--- src/rtl/refsch_pkg.sv ---
package refsch_pkg;

  typedef enum logic {
    KIND_RAS_ONLY = 1'b0,
    KIND_CBR      = 1'b1
  } ref_kind_e;

  // Whole clock cycles between row refreshes, rounded down.
  function automatic int unsigned interval_cycles(
    input longint unsigned clk_hz,
    input longint unsigned window_ns,
    input longint unsigned rows
  );
    longint unsigned num;
    num = clk_hz * window_ns;
    return int'(num / (64'd1_000_000_000 * rows));
  endfunction

  // Owed count after one cycle: add tick, remove grant, clamp at the limit.
  function automatic int unsigned debt_after(
    input int unsigned debt,
    input logic        tick,
    input logic        take,
    input int unsigned limit
  );
    int unsigned n;
    n = debt + (tick ? 1 : 0);
    if (take) n = n - 1;
    if (n > limit) n = limit;
    return n;
  endfunction

endpackage

--- src/rtl/refsch_timer.sv ---
module refsch_timer #(
  parameter int unsigned INTERVAL = 1953
) (
  input  logic clk,
  input  logic rst_n,
  output logic tick_o
);
  localparam int unsigned CW = (INTERVAL > 2) ? $clog2(INTERVAL) : 1;
  localparam logic [CW-1:0] LAST = CW'(INTERVAL - 1);

  logic [CW-1:0] cnt_q;

  assign tick_o = (cnt_q == LAST);

  always_ff @(posedge clk) begin
    if (!rst_n)      cnt_q <= '0;
    else if (tick_o) cnt_q <= '0;
    else             cnt_q <= cnt_q + 1'b1;
  end
endmodule

--- src/rtl/refsch_debt.sv ---
module refsch_debt #(
  parameter int unsigned MAX_DEBT = 8,
  parameter int unsigned DW       = $clog2(MAX_DEBT + 1)
) (
  input  logic          clk,
  input  logic          rst_n,
  input  logic          tick_i,
  input  logic          take_i,
  output logic [DW-1:0] debt_o,
  output logic          owed_o,
  output logic          full_o
);
  logic [DW-1:0] debt_q;

  assign debt_o = debt_q;
  assign owed_o = (debt_q != '0);
  assign full_o = (debt_q == DW'(MAX_DEBT));

  always_ff @(posedge clk) begin
    if (!rst_n) debt_q <= '0;
    else        debt_q <= DW'(refsch_pkg::debt_after(int'(debt_q), tick_i, take_i, MAX_DEBT));
  end
endmodule

--- src/rtl/refsch_ctl.sv ---
module refsch_ctl
  import refsch_pkg::*;
#(
  parameter int unsigned ROW_W = 11
) (
  input  logic             clk,
  input  logic             rst_n,
  input  logic             mode_cbr_i,
  input  logic             take_i,
  input  logic             done_i,
  output logic             busy_o,
  output logic             finish_o,
  output ref_kind_e        kind_o,
  output logic [ROW_W-1:0] row_o
);
  logic             busy_q;
  ref_kind_e        kind_q;
  logic [ROW_W-1:0] row_q;

  assign busy_o   = busy_q;
  assign finish_o = busy_q && done_i;
  assign kind_o   = busy_q ? kind_q : ref_kind_e'(mode_cbr_i);
  assign row_o    = row_q;

  always_ff @(posedge clk) begin
    if (!rst_n) begin
      busy_q <= 1'b0;
      kind_q <= KIND_RAS_ONLY;
      row_q  <= '0;
    end else if (take_i) begin
      busy_q <= 1'b1;
      kind_q <= ref_kind_e'(mode_cbr_i);
    end else if (finish_o) begin
      busy_q <= 1'b0;
      if (kind_q == KIND_RAS_ONLY) row_q <= row_q + 1'b1;
    end
  end
endmodule

--- src/rtl/refsch_top.sv ---
module refsch_top
  import refsch_pkg::*;
#(
  parameter longint unsigned CLK_HZ    = 125_000_000,
  parameter longint unsigned WINDOW_NS = 32_000_000,
  parameter int unsigned     ROW_W     = 11,
  parameter int unsigned     MAX_DEBT  = 8
) (
  input  logic             clk,
  input  logic             rst_n,
  input  logic             mode_cbr_i,
  input  logic             ref_gnt_i,
  input  logic             ref_done_i,
  output logic             ref_req_o,
  output logic             ref_urgent_o,
  output logic             ref_cbr_o,
  output logic [ROW_W-1:0] ref_row_o
);
  localparam longint unsigned ROWS     = 64'd1 << ROW_W;
  localparam int unsigned     INTERVAL = interval_cycles(CLK_HZ, WINDOW_NS, ROWS);
  localparam int unsigned     DW       = $clog2(MAX_DEBT + 1);

  // Named internal events
  logic          tick;
  logic          take;
  logic          finish;
  logic          busy;
  logic          owed;
  logic          full;
  logic [DW-1:0] debt;
  ref_kind_e     kind;

  assign ref_req_o    = owed && !busy;
  assign take         = ref_req_o && ref_gnt_i;
  assign ref_urgent_o = full;
  assign ref_cbr_o    = (kind == KIND_CBR);

  refsch_timer #(.INTERVAL(INTERVAL)) u_timer (
    .clk    (clk),
    .rst_n  (rst_n),
    .tick_o (tick)
  );

  refsch_debt #(.MAX_DEBT(MAX_DEBT), .DW(DW)) u_debt (
    .clk    (clk),
    .rst_n  (rst_n),
    .tick_i (tick),
    .take_i (take),
    .debt_o (debt),
    .owed_o (owed),
    .full_o (full)
  );

  refsch_ctl #(.ROW_W(ROW_W)) u_ctl (
    .clk        (clk),
    .rst_n      (rst_n),
    .mode_cbr_i (mode_cbr_i),
    .take_i     (take),
    .done_i     (ref_done_i),
    .busy_o     (busy),
    .finish_o   (finish),
    .kind_o     (kind),
    .row_o      (ref_row_o)
  );
endmodule

--- config.mk ---
export PLATFORM = sky130hd
export DESIGN_NAME = refsch_top
export DESIGN_NICKNAME = d
export VERILOG_FILES = /design/src/rtl/refsch_pkg.sv /design/src/rtl/refsch_timer.sv /design/src/rtl/refsch_debt.sv /design/src/rtl/refsch_ctl.sv /design/src/rtl/refsch_top.sv
export SDC_FILE = /design/constraint.sdc
export NUM_CORES = 1
export LEC_CHECK = 0
export ABC_AREA = 1
export CAP_MARGIN = 25
export CORE_MARGIN = 4
export CORE_UTILIZATION = 40
export CTS_BUF_LIST = sky130_fd_sc_hd__clkbuf_16
export DETAILED_ROUTE_END_ITERATION = 8
export DONT_BUFFER_PORTS = 1
export PLACE_DENSITY = 0.53
export SETUP_SLACK_MARGIN = 0.1
export SLEW_MARGIN = 20
export SYNTH_ARGS = -nofsm -noshare
export SYNTH_HDL_FRONTEND = slang
export SYNTH_HIERARCHICAL = 1
export SYNTH_SLANG_ARGS = --single-unit
--- constraint.sdc ---
create_clock -name clk -period 2.4 [get_ports clk]
set_input_delay 0.12 -clock clk [delete_from_list [all_inputs] [get_ports clk]]
set_output_delay 0.12 -clock clk [all_outputs]
set_load 0.01 [all_outputs]
# ---- Word level (Yosys, flattened, before mapping)
# Index checks and enable logic that the tools add are counted.
dict set report totals {
  latch_bits 0
  ramBits 0
  out_inout_bits 14
  mem_bits_ro 0
  ff_bits 28
  mem_count 0
}
dict set report op_classes {
  add_sub_neg 4
  reduce_logical 9
  multipliers 0
  eq_ne 2
  shift 0
  n_div 0
  magnitude_cmp 1
  n_bitwise 3
  n_mux 7
}
# cell count
set ops {}
lappend ops {{32-bit two-way mux} 2}
lappend ops {{4-bit by 32-bit adder with 32-bit output} 1}
lappend ops {{32-bit by 4-bit greater-than comparator with 1-bit output, second input constant} 1}
lappend ops {{32-bit by 1-bit subtractor with 32-bit output, second input constant} 1}
lappend ops {{11-bit by 1-bit adder with 11-bit output, second input constant} 2}
lappend ops {{11-bit == test, second input constant} 1}
lappend ops {{4-bit == test, second input constant} 1}
lappend ops {{1-bit two-way mux} 4}
lappend ops {{4-bit two-way mux} 1}
lappend ops {{4-bit nonzero test} 1}
lappend ops {{2-bit OR reduction} 2}
lappend ops {{1-bit logical AND} 3}
lappend ops {{1-bit NOT} 3}
lappend ops {{3-bit AND reduction} 1}
lappend ops {{2-bit nonzero test} 1}
lappend ops {{1-bit zero test} 1}

# ---- Longest topological paths before layout
dict set report depth {
  ltp_word 8
  mapped_depth 19
  ltp_nobuf 19
}

# ---- Modules after synthesis
# Netlist, hierarchy kept.
# module n_inst cells_each area_per_inst_um2 seq_area_each_um2
set by_module_without_submodules {}
lappend by_module_without_submodules {refsch_ctl 1 102 683.2 260.2}
lappend by_module_without_submodules {refsch_timer 1 76 601.8 220.2}
lappend by_module_without_submodules {refsch_debt 1 66 370.4 80.1}
lappend by_module_without_submodules {refsch_top 1 5 23.8 0.0}

# ---- Worst setup path before layout
# Ideal clock, no wire load.
dict set report synth_path {
  path_type {register -> register}
  startpoint {reg u_timer.cnt_q[0]}
  endpoint {reg u_debt.debt_q[3], in the netlist u_debt/debt_o[3]}
  path_buffers 0
  slack_ns 0.181
  arrival_ns 2.110
  synth_period_minus_slack_ns 2.219
  path_stages_with_launch 19
  cell_sequence {dfxtp_1 -> inv_1 -> ha_1 -> nand2_1 -> nor2_1 -> nand3_2 -> inv_1 -> ha_1 -> ha_1 -> inv_1 -> ha_1 -> nand2_1 -> inv_1 -> o21ai_0 -> nor2_1 -> nor2_4 -> nand2_1 -> nand2_1 -> inv_1}
}
dict set report synth_between {
  elab_chain_cells 8
}
# item line
set synth_lines {}
lappend synth_lines {{start, declared} refsch_timer.sv:11} ;# logic [CW-1:0] cnt_q;
lappend synth_lines {{start signal, assigned} refsch_timer.sv:18} ;# else cnt_q <= cnt_q + 1'b1;
lappend synth_lines {{11-bit == test (*)} refsch_timer.sv:13} ;# assign tick_o = (cnt_q == LAST);
lappend synth_lines {{via tick} refsch_top.sv:24} ;# logic tick;
lappend synth_lines {{1-bit two-way mux (*)} refsch_pkg.sv:27} ;# n = debt + (tick ? 1 : 0);
lappend synth_lines {{4-bit by 32-bit adder with 32-bit output (*)} refsch_pkg.sv:27}
lappend synth_lines {{32-bit by 1-bit subtractor with 32-bit output} refsch_pkg.sv:28} ;# if (take) n = n - 1;
lappend synth_lines {{32-bit two-way mux (*)} refsch_pkg.sv:28}
lappend synth_lines {{32-bit two-way mux (*)} refsch_debt.sv:20} ;# if (!rst_n) debt_q <= '0;
lappend synth_lines {{32-bit by 4-bit greater-than comparator with 1-bit output} refsch_pkg.sv:29} ;# if (n > limit) n = limit;
lappend synth_lines {{4-bit two-way mux (*)} refsch_pkg.sv:29}
lappend synth_lines {{end signal, assigned} refsch_debt.sv:21} ;# else debt_q <= DW'(refsch_pkg::debt_after(int'(debt_q), tick_i, take_i, MAX_DEBT));
lappend synth_lines {{end, declared} refsch_debt.sv:13} ;# logic [DW-1:0] debt_q;
# Mark *: on every way through the listed nets, which the timed path passes. The rest lies on a longest branch. The select of a mux whose other input is x is not followed.
# A chain may end at the register's enable or synchronous reset.

# ---- Worst setup path in the final report
dict set report layout_path {
  startpoint {reg u_timer.cnt_q[0]}
  endpoint {reg u_debt.debt_q[0], in the netlist u_debt/debt_o[0]}
}
dict set report layout_between {
  elab_chain_cells 8
}
# item line
set layout_lines {}
lappend layout_lines {{11-bit == test (*)} refsch_timer.sv:13}
lappend layout_lines {{via tick} refsch_top.sv:24}
lappend layout_lines {{1-bit two-way mux (*)} refsch_pkg.sv:27}
lappend layout_lines {{4-bit by 32-bit adder with 32-bit output (*)} refsch_pkg.sv:27}
lappend layout_lines {{32-bit by 1-bit subtractor with 32-bit output} refsch_pkg.sv:28}
lappend layout_lines {{32-bit two-way mux (*)} refsch_pkg.sv:28}
lappend layout_lines {{32-bit two-way mux (*)} refsch_debt.sv:20}
lappend layout_lines {{32-bit by 4-bit greater-than comparator with 1-bit output} refsch_pkg.sv:29}
lappend layout_lines {{2-bit OR reduction (no source line)} --}
# Marked as above.

==> results.cfg <==
[outcome]
outcome = finished, final reports clean

[timing]
worst_slack_ns = 0.272
drv_slew = 0
rsz0062_at_grt = false
finalHoldViolCount = 0
worstMarginPinSlew_ns = 0.526
min_period_ns = 2.13
tns_ns = 0
whs_ns = 0.00626
fmax_mhz = 470
finalCritPeriodShare_pct = 88.7
slew-limit-headroom_pct = 64.6
setup-violations-final = 0
clock_skew_ns = 0.00678

[cts]
cts_made_buffers = 3
clk_pin_slew_worst_paths_ns = 0.07
root_buffer = clkbuf_16
clockBufferDepth = 2
h-tree-depth = 1
clock_sinks = 28
clk_latency_ns = 0.26
cts_tree = built

[hold_path]
hold_path.class = primary input to flop
worstHoldStart = rst_n

[synth]
synthesis.nets = 260
synth_cells = 249
seq_area_frac_synth_pct = 33.4
avgSynthCellArea_um2 = 6.74
synth_warnings = 6
synth_cell_types = 25
synth-seq-cells = 28
syn_area_mm2 = 0.00168

[power_and_ir_drop]
combPwrFrac_pct = 29.8
switching_share_pct = 34.4
leakage_uw = 0.000793
p_per_area_mw_per_mm2 = 693
internal_power_uw = 869
vdd_ir_drop_max_v = 0.000385
seq_power_share_pct = 41.5
p_switching_uw = 456
clkPwrFrac_pct = 28.7

[place]
io_buffer_count = 0
post-place-ws_ns = 0.124
hpwlAfterDp_um = 2500
placedCellCount = 303
routabilityCongestion = 0.861
placed_cell_area_mm2 = 0.00176

[final_layout]
syn_to_final_growth_pct = 13.9
stdcell_area_mm2 = 0.00191
n_antenna_cell = 0
multi_input_area_um2 = 961
finalNonFillerCells = 310
nNetsFinal = 272
final-seq-area_um2 = 563
final_layout_size_suffix_gt1_share_pct = 20.4
final.fill_count = 424

[critical_path]
worstPathMaxFanout = 3
critPathLaunchType = flop
cp.arrival_ns = 2.33
r2r_slack_ns = 0.27
cp_slowest_stage_delay_ns = 0.33
worstReg2RegStart = u_timer/cnt_q[0]$_SDFF_PP0_
rr_endpoint = u_debt/debt_o[0]$_SDFF_PP0_
crit_start = u_timer/cnt_q[0]$_SDFF_PP0_
required_ns = 2.60
r2r_cells = 18
crit_path_end_kind = flop
crit_chain = inv_1, ha_2, nand2_1, nor2_2, nand3_2, inv_2, ha_4, ha_4, inv_2, ha_4, inv_1, nand2_1, nand2_1, nor2_1, nand3_1, nand3_2, nand3_2, nor2_1
crit_end = u_debt/debt_o[0]$_SDFF_PP0_
worst_path_max_delay_cell = dfxtp_2
criticalPathCategory = flop to flop

[detailed_routing]
drc = 0
ant_nets = 0
routed_wl_um = 3430
routed_via_density = 4.48
vias = 1389
wire_per_inst_um = 11.0
drtIter0Drc = 36
drt_pre_antenna_iters = 4

[global_route]
track_usage_pct = 14.0
grt_pass1_wl_um = 5910
first_global_vias = 1357
grt_antenna_before_repair = 0
overflow = 0
grt_max_degree = 16

[run]
cap_viol_max_count = 0

[floorplan]
floorplan.core_area_mm2 = 0.00403
start_util_pct = 41.7
io_pins = 19
die-area_mm2 = 0.00530
die_x_um = 72.8
dieHeight_um = 72.8
rows = 23
[power groups by stage]
stage	sequential (uW)	combinational, uW	clock [uW]
2_1_floorplan	552	309	0
4_1_cts	547	372	394
3_3_place_gp	557	367	0
5_1_grt	555	462	412
6_report	551	394	380
3_5_place_dp	558	367	0
[cells in the final DEF, fill, tap and decap left out, drive strengths merged, types with 3 or more instances in the layout]
cell type  Yosys  final
nand2         68     68
nor2          49     49
inv           47     47
dfxtp         28     28
nand3         21     21
buf            2      8
a21oi          8      8
ha             6      6
o21ai          5      5
xor2           4      4
nand4          4      4
clkbuf         0      3
[worst min-delay path by stage]
stage / slack, ns / cells after the start / end
after CTS: 0.0008 / 2 / u_debt/debt_o[1]$_SDFF_PP0_
after detailed placement: 0.23 / 2 / u_debt/debt_o[3]$_SDFF_PN0_
after floorplan: 0.22 / 2 / u_debt/debt_o[3]$_SDFF_PN0_
after global routing: 0.02 / 3 / u_ctl/busy_o$_SDFFE_PN0P_
after global placement: 0.22 / 2 / u_debt/debt_o[3]$_SDFF_PN0_
final: 0.006 / 2 / u_debt/debt_o[1]$_SDFF_PP0_
[kinds of logic after synthesis]
kind of cell             share of synthesized area, %
flip-flops                                       33.4
XOR/XNOR                                         3.13
AND/OR/NAND/NOR                                  41.4
adder cells (fa/ha/maj)                          4.47
AO/OA/AOI/OAI                                    5.22
buffers and inverters                            12.4
[flip-flops by register name, indices dropped and copies added (netlist names)]
register and cells:
u_timer/cnt_q 11, u_ctl/busy_o 1, u_debt/debt_o 4, u_ctl/row_o 11
u_ctl/kind_q 1
[worst max-delay path: cells and delay by family (launching register included)]
kind,cells,cell delay [ns]
adder cells (fa/ha/maj),4,0.85
AND/OR/NAND/NOR,10,0.72
flip-flops,1,0.33
buffers and inverters,4,0.16
[final cells by class]
type	instances	share of cell area [%]
multi-input cells	172	50.3
clock inverters	1	0.196
repair buffers	9	3.66
inverters	47	9.23
clock buffers	3	3.93
well taps	50	3.27
flip-flops and latches	28	29.5
[per-stage QoR]
| step | util [%] | total power (uW) |
|---|---|---|
| floorplan | - | 860 |
| global placement | 43.6 | 925 |
| detailed placement | 43.6 | 925 |
| CTS | 45.8 | 1310 |
| global route | 47.5 | 1430 |
| finish | 47.5 | 1330 |
[synth_stat cells (all sizes together)]
master  number  share of area (%)
nand2       68                 17
nor2        49                 14
inv         47                 11
dfxtp       28                 33
nand3       21                7.5
a21oi        8                3.3
ha           6                4.5
o21ai        5                1.5
nand4        4                1.5
xor2         4                2.1
buf          2                1.9
nor3         2               0.60
xnor2        2                1.0
nand3b       1               0.45
nor4         1               0.37
o21bai       1               0.45
[per-layer routing]
metal  wire length, um  part of all wire, %  global-route usage, %
met5                 0                    0                      0
met4                24                 0.70                   3.69
met3               106                  3.1                   3.17
met2              1550                   45                   22.3
met1              1750                   51                   19.1
[repair_timing]
| action | 4_1_cts | 5_1_grt |
|---|---|---|
| setup buffers | 0 | 2 |
| hold buffers | 1 | 0 |
| gates resized for setup | 0 | 15 |
| hold endpoints to repair | 10 | 0 |
| setup endpoints to repair | 0 | 4 |
No activity file was read; power rests on OpenSTA's default activity.
